==> src/rtl/prsc_pkg.sv <==
// Shared types and field positions for the clock prescaler.
// Assumes a 4-bit control word: mask, restart, two rate-code bits.
package prsc_pkg;

    typedef enum logic [1:0] {
        RATE_OFF  = 2'b00,
        RATE_SLOW = 2'b01,
        RATE_MID  = 2'b10,
        RATE_FAST = 2'b11
    } rate_e;

    localparam int CTRL_W   = 4;
    localparam int BIT_MASK = 3;
    localparam int BIT_CLR  = 2;
    localparam int NUM_TAPS = 3;

endpackage

==> src/rtl/prsc_ctrl_reg.sv <==
// Control register of the prescaler.
// Holds the rate code and the timer mask. It decodes the self-clearing
// restart bit into a combinational request that lasts as long as the write.
// Assumes at most one write per clock and synchronous active-low reset.
module prsc_ctrl_reg
    import prsc_pkg::*;
(
    input  logic              clk,
    input  logic              rst_n,
    input  logic              wr_en,
    input  logic [CTRL_W-1:0] wr_data,
    output rate_e             rate,
    output logic              tmr_mask,
    output logic              clr_req,
    output logic [CTRL_W-1:0] rd_data
);

    rate_e rate_q;
    logic  mask_q;

    // Store the rate code and the mask on every write.
    always_ff @(posedge clk) begin
        if (!rst_n) begin
            rate_q <= RATE_OFF;
            mask_q <= 1'b0;
        end else if (wr_en) begin
            rate_q <= rate_e'(wr_data[1:0]);
            mask_q <= wr_data[BIT_MASK];
        end
    end

    // The restart bit has no storage, so it reads back as zero.
    always_comb begin
        clr_req  = wr_en & wr_data[BIT_CLR];
        rd_data  = {mask_q, 1'b0, rate_q};
        rate     = rate_q;
        tmr_mask = mask_q;
    end

endmodule

==> src/rtl/prsc_divider.sv <==
// Binary divider chain. Bit k-1 of the count is the output of stage k.
// A clear request zeroes all stages at the next edge, and a one-cycle
// event marks the cycle in which the count reads zero after it.
module prsc_divider #(
    parameter int STAGES = 15
) (
    input  logic              clk,
    input  logic              rst_n,
    input  logic              clr,
    output logic [STAGES-1:0] cnt,
    output logic              clr_evt
);

    logic [STAGES-1:0] cnt_q;
    logic              evt_q;

    // Count up every cycle, or restart from zero on request.
    always_ff @(posedge clk) begin
        if (!rst_n) begin
            cnt_q <= '0;
            evt_q <= 1'b0;
        end else begin
            cnt_q <= clr ? '0 : cnt_q + STAGES'(1);
            evt_q <= clr;
        end
    end

    assign cnt     = cnt_q;
    assign clr_evt = evt_q;

    AST_COUNT_STEP: assert property (@(posedge clk) disable iff (!rst_n)
        ($past(rst_n) && !$past(clr)) |-> cnt_q == $past(cnt_q) + STAGES'(1));
    AST_CLEAR_ZERO: assert property (@(posedge clk) disable iff (!rst_n)
        ($past(rst_n) && $past(clr)) |-> (cnt_q == '0 && evt_q));

endmodule

==> src/rtl/prsc_irq_gen.sv <==
// Periodic interrupt generator.
// Each tap keeps its own one-cycle history, so a change of the selected
// tap can never look like an edge. The request is registered and lasts
// one cycle. Assumes tap periods of several cycles.
module prsc_irq_gen
    import prsc_pkg::*;
(
    input  logic                clk,
    input  logic                rst_n,
    input  logic [NUM_TAPS-1:0] taps,   // [0] fast, [1] mid, [2] slow
    input  rate_e               rate,
    output logic                irq
);

    logic [NUM_TAPS-1:0] tap_prev_q;
    logic [NUM_TAPS-1:0] rise;
    logic                rise_sel;
    logic                irq_q;

    // Remember the previous level of every tap.
    always_ff @(posedge clk) begin
        if (!rst_n) tap_prev_q <= '0;
        else        tap_prev_q <= taps;
    end

    // Detect each tap's rising edge on its own history.
    for (genvar g = 0; g < NUM_TAPS; g++) begin : g_rise
        assign rise[g] = taps[g] & ~tap_prev_q[g];
    end

    // Select the edge of the tap named by the rate code.
    always_comb begin
        unique case (rate)
            RATE_FAST: rise_sel = rise[0];
            RATE_MID:  rise_sel = rise[1];
            RATE_SLOW: rise_sel = rise[2];
            default:   rise_sel = 1'b0;
        endcase
    end

    // Register the request so that it is a clean one-cycle pulse.
    always_ff @(posedge clk) begin
        if (!rst_n) irq_q <= 1'b0;
        else        irq_q <= rise_sel;
    end

    assign irq = irq_q;

    AST_IRQ_SINGLE: assert property (@(posedge clk) disable iff (!rst_n)
        irq_q |=> !irq_q);
    AST_IRQ_OFF: assert property (@(posedge clk) disable iff (!rst_n)
        irq_q |-> $past(rate) != RATE_OFF);
    AST_IRQ_NEEDS_EDGE: assert property (@(posedge clk) disable iff (!rst_n)
        irq_q |-> $past(taps) != $past(tap_prev_q));

endmodule

==> src/rtl/clk_prescaler.sv <==
// Clock prescaler top.
// Joins the control register, the divider chain and the interrupt
// generator, and exports all stage outputs plus the watchdog signals.
// Stage numbers count from 1, and stage k is count bit k-1.
module clk_prescaler
    import prsc_pkg::*;
#(
    parameter int STAGES   = 15,
    parameter int STG_FAST = 10,
    parameter int STG_MID  = 12,
    parameter int STG_SLOW = 15
) (
    input  logic              clk,
    input  logic              rst_n,
    input  logic              wr_en,
    input  logic [3:0]        wr_data,
    output logic [3:0]        rd_data,
    output logic [STAGES-1:0] div_taps,
    output logic              tick_1hz,
    output logic              irq,
    output logic              tmr_mask,
    output logic              clr_evt
);

    rate_e               rate;
    logic                clr_req;
    logic [STAGES-1:0]   cnt;
    logic [NUM_TAPS-1:0] tap_sel;

    prsc_ctrl_reg u_ctrl (
        .clk      (clk),
        .rst_n    (rst_n),
        .wr_en    (wr_en),
        .wr_data  (wr_data),
        .rate     (rate),
        .tmr_mask (tmr_mask),
        .clr_req  (clr_req),
        .rd_data  (rd_data)
    );

    prsc_divider #(.STAGES(STAGES)) u_div (
        .clk     (clk),
        .rst_n   (rst_n),
        .clr     (clr_req),
        .cnt     (cnt),
        .clr_evt (clr_evt)
    );

    // Pick out the three interrupt taps by stage number.
    assign tap_sel  = {cnt[STG_SLOW-1], cnt[STG_MID-1], cnt[STG_FAST-1]};
    assign div_taps = cnt;
    assign tick_1hz = cnt[STG_SLOW-1];

    prsc_irq_gen u_irq (
        .clk   (clk),
        .rst_n (rst_n),
        .taps  (tap_sel),
        .rate  (rate),
        .irq   (irq)
    );

    AST_EVT_ZERO: assert property (@(posedge clk) disable iff (!rst_n)
        clr_evt |-> div_taps == '0);
    AST_MASK_MATCH: assert property (@(posedge clk) disable iff (!rst_n)
        tmr_mask == rd_data[3]);

endmodule

==> config.mk <==
export PLATFORM = sky130hd
export DESIGN_NAME = clk_prescaler
export DESIGN_NICKNAME = d
export VERILOG_FILES = /design/src/rtl/prsc_pkg.sv /design/src/rtl/prsc_ctrl_reg.sv /design/src/rtl/prsc_divider.sv /design/src/rtl/prsc_irq_gen.sv /design/src/rtl/clk_prescaler.sv
export SDC_FILE = /design/constraint.sdc
export NUM_CORES = 1
export LEC_CHECK = 0
export ABC_AREA = 0
export BUFFER_PORTS_ARGS = -buffer_cell sky130_fd_sc_hd__buf_2
export CAP_MARGIN = 20
export CORE_MARGIN = 4
export CORE_UTILIZATION = 40
export CTS_CLUSTER_DIAMETER = 40
export DETAILED_ROUTE_END_ITERATION = 10
export SLEW_MARGIN = 20
export SYNTH_ARGS = -nofsm -noshare
export SYNTH_HDL_FRONTEND = slang
export SYNTH_SLANG_ARGS = --single-unit
==> constraint.sdc <==
create_clock -name clk -period 3.1 [get_ports clk]
set_clock_uncertainty 0.15 [all_clocks]
set_input_delay 0.31 -clock clk [delete_from_list [all_inputs] [get_ports clk]]
set_output_delay 0.31 -clock clk [all_outputs]
set_load 0.005 [all_outputs]
==> results.cfg <==
[yosys]
syn-num-nets = 114
synth-async-reset-ratio_pct = 0
synth.area.top_cells = dfxtp_1 47%, a21oi_1 5.1%, mux2i_1 5.1%, o31ai_1 3.8%, or4_1 3.8%
yosysTopAreaCellShare_pct = 46.94
syn_inst = 106
ys_seq_area_share_pct = 46.94
synth-main-ff-cell = dfxtp_1
synth_warnings = 0
synth-seq-cells = 23
synth_edf_count = 0
synth.distinct_cells = 29
yosys.area.top_type = dfxtp_1
synth_area_um2 = 980.9
syn_area_per_cell_um2 = 9.254

[drt]
drt-vias-per-instance = 5.236
dr_total_vias = 843
wl_um = 2033
firstDrtPassIters = 4
drt-wirelength-per-cell_um = 12.63
drc = 0
drt_iter0_drc = 8
postRouteAntennaNets = 0

[layout]
area_growth_pct = 17.09
diodes = 0
nets = 142
layout-drive-gt1-share_pct = 24.81
fillers = 236

[timing]
post-route-period-util_pct = 56.70
fin_crit_ns = 1.758
setup_viol = 0
rsz0062_at_grt = false
drv_slew = 0
finalSetupTns_ns = 0
max_freq_ghz = 0.5690
finalHoldViolCount = 0

[clock_tree]
cts_buffer_depth = 2
clock-root-buffer = clkbuf_4
clkTransAtPathRegs_ns = 0.13
htree_levels = 1
ctsHoldBuffers = 0
clkLatencyLatePin_ns = 0.31
clkSinkCount = 23
cts_resized = 0
cts_tree = done
cts_buffers = 3
postCtsSetupBuffers = 0

[run_status]
outcome = complete, no violations

[global_routing]
overflow = 0
grt_pass1_wl_um = 3346
grt_usage_pct = 12.74
grt_pass1_vias = 771
antenna_found_initial = 0
grt_max_degree = 13

[critical_path]
crit_arrival_ns = 1.84
crit_type = flip-flop to flip-flop
cp-start-kind = flip-flop
rrSetupSlack_ns = 1.34
r2r_cells = 4
crit_required_ns = 3.19
cp-end-kind = flip-flop
path_max_fanout = 9

[floorplan]
coreArea_um2 = 2276
die_y_um = 57.52
start_util_pct = 43.10
dieWidth_um = 57.52
io_pins = 30
rows = 17
fp.dieArea_um2 = 3309

[worst_hold_path]
hp-class = primary input to flip-flop
whs_path_depth = 3

[placement]
gp_congestion = 0.7025
io_buffers = 28

[power]
ir_drop_mv = 0.2657
p_per_area_nw_per_um2 = 411.8
power.total_uw = 473.0
p_leak_nw = 0.4779

[run]
maxCapViolCount = 0
-- metrics by stage --
step           instance area [um^2]  utilization [%]  worst slack [ns]  instances  hold WS (ns)
2_1_floorplan                 980.9                -             1.501        106        0.2873
3_3_place_gp                   1122            49.31             1.456        157        0.3196
5_1_grt                        1149            50.47             1.197        161        0.1006
6_report                       1149            50.47             1.342        161       0.09943
4_1_cts                        1149            50.47             1.327        161       0.09607
3_5_place_dp                   1122            49.31             1.366        157        0.3365
-- critical path, cell delays in order (launching register included) --
cell,delay (ns)
dfxtp_1,0.45
ha_1,0.26
nand4_2,0.22
or4_1,0.45
a21oi_1,0.16
-- Yosys cell counts, types with 2 or more instances --
| library cell | instances |
|---|---|
| nor2_1 | 4 |
| nor4_1 | 2 |
| o31ai_1 | 5 |
| nand2_1 | 8 |
| and2_1 | 4 |
| or4_1 | 5 |
| dfxtp_1 | 23 |
| nand3_1 | 4 |
| nand2b_1 | 2 |
| xnor2_1 | 2 |
| inv_1 | 7 |
| buf_4 | 4 |
| or3_1 | 3 |
| mux2i_1 | 5 |
| nand4_1 | 2 |
| o21ai_0 | 2 |
| a21oi_1 | 10 |
| nor2b_1 | 3 |
-- cells by family (layout without fill, tap and decap cells) --
| logic type | Yosys count | count (layout) | share of synthesized area [%] |
|---|---|---|---|
| AOI/OAI and AO/OA | 20 | 20 | 11.86 |
| xor gates and xnor gates | 3 | 3 | 2.679 |
| buffers and inverters | 12 | 39 | 6.123 |
| adders and majority gates | 1 | 1 | 1.275 |
| DFF | 23 | 23 | 46.94 |
| muxes | 5 | 5 | 5.102 |
| and+or+nand+nor | 41 | 41 | 25.64 |
| other | 1 | 1 | 0.3823 |
-- area by class of cell --
cell class                      instances  area [um^2]  area share (%)
Sequential cell                        23        460.4           40.09
Tap cell                               28        35.03           3.050
Timing Repair Buffer                   28        140.1           12.20
Multi-Input combinational cell         71        460.4           40.09
Inverter                                7        26.28           2.288
Clock buffer                            4        26.28           2.288
-- where the power goes --
| group | internal (mW) | switching (mW) |
|---|---|---|
| sequential | 0.301 | 0.00617 |
| clock | 0.0503 | 0.0873 |
| combinational | 0.0134 | 0.0150 |
-- path summary, 6_finish.rpt --
| path | from | endpoint |
|---|---|---|
| hold reg to reg | u_div.cnt[13]$_SDFF_PP0_ | u_div.cnt[13]$_SDFF_PP0_ |
| setup reg to reg | u_div.cnt[0]$_SDFF_PP0_ | u_div.cnt[12]$_SDFF_PP0_ |
| setup / recovery | u_div.cnt[0]$_SDFF_PP0_ | u_div.cnt[12]$_SDFF_PP0_ |
| hold / removal | wr_data[0] | u_ctrl.rate[0]$_SDFFE_PN0P_ |
-- per-layer routing --
metal / routed length [um] / part of all wire (%) / GRT usage, %
met3: 132 / 6.5 / 5.204
met1: 919 / 45 / 15.32
met4: 27 / 1.3 / 3.642
met2: 954 / 47 / 20.81
met5: 0 / 0 / 0
-- cells in the final DEF (no fill, tap or decap), types with 2 or more instances in the layout --
| master | instances |
|---|---|
| nor2b_1 | 3 |
| nand2b_1 | 2 |
| nand2_1 | 8 |
| mux2i_1 | 5 |
| and2_1 | 4 |
| nand3_1 | 4 |
| or4_1 | 5 |
| nor2_1 | 4 |
| o21ai_0 | 2 |
| o31ai_1 | 5 |
| a21oi_1 | 10 |
| dfxtp_1 | 23 |
| clkbuf_4 | 3 |
| inv_1 | 7 |
| nor4_1 | 2 |
| buf_2 | 28 |
| nand4_1 | 2 |
| or3_1 | 3 |
| xnor2_1 | 2 |
-- registers in the layout, summed over array words and instances, names as in the netlist --
signal / cells
u_div.cnt: 15
u_irq.tap_prev_q: 3
u_ctrl.rate: 2
u_ctrl.tmr_mask: 1
u_div.clr_evt: 1
u_irq.irq: 1
No activity file was read; power rests on OpenSTA's default activity.
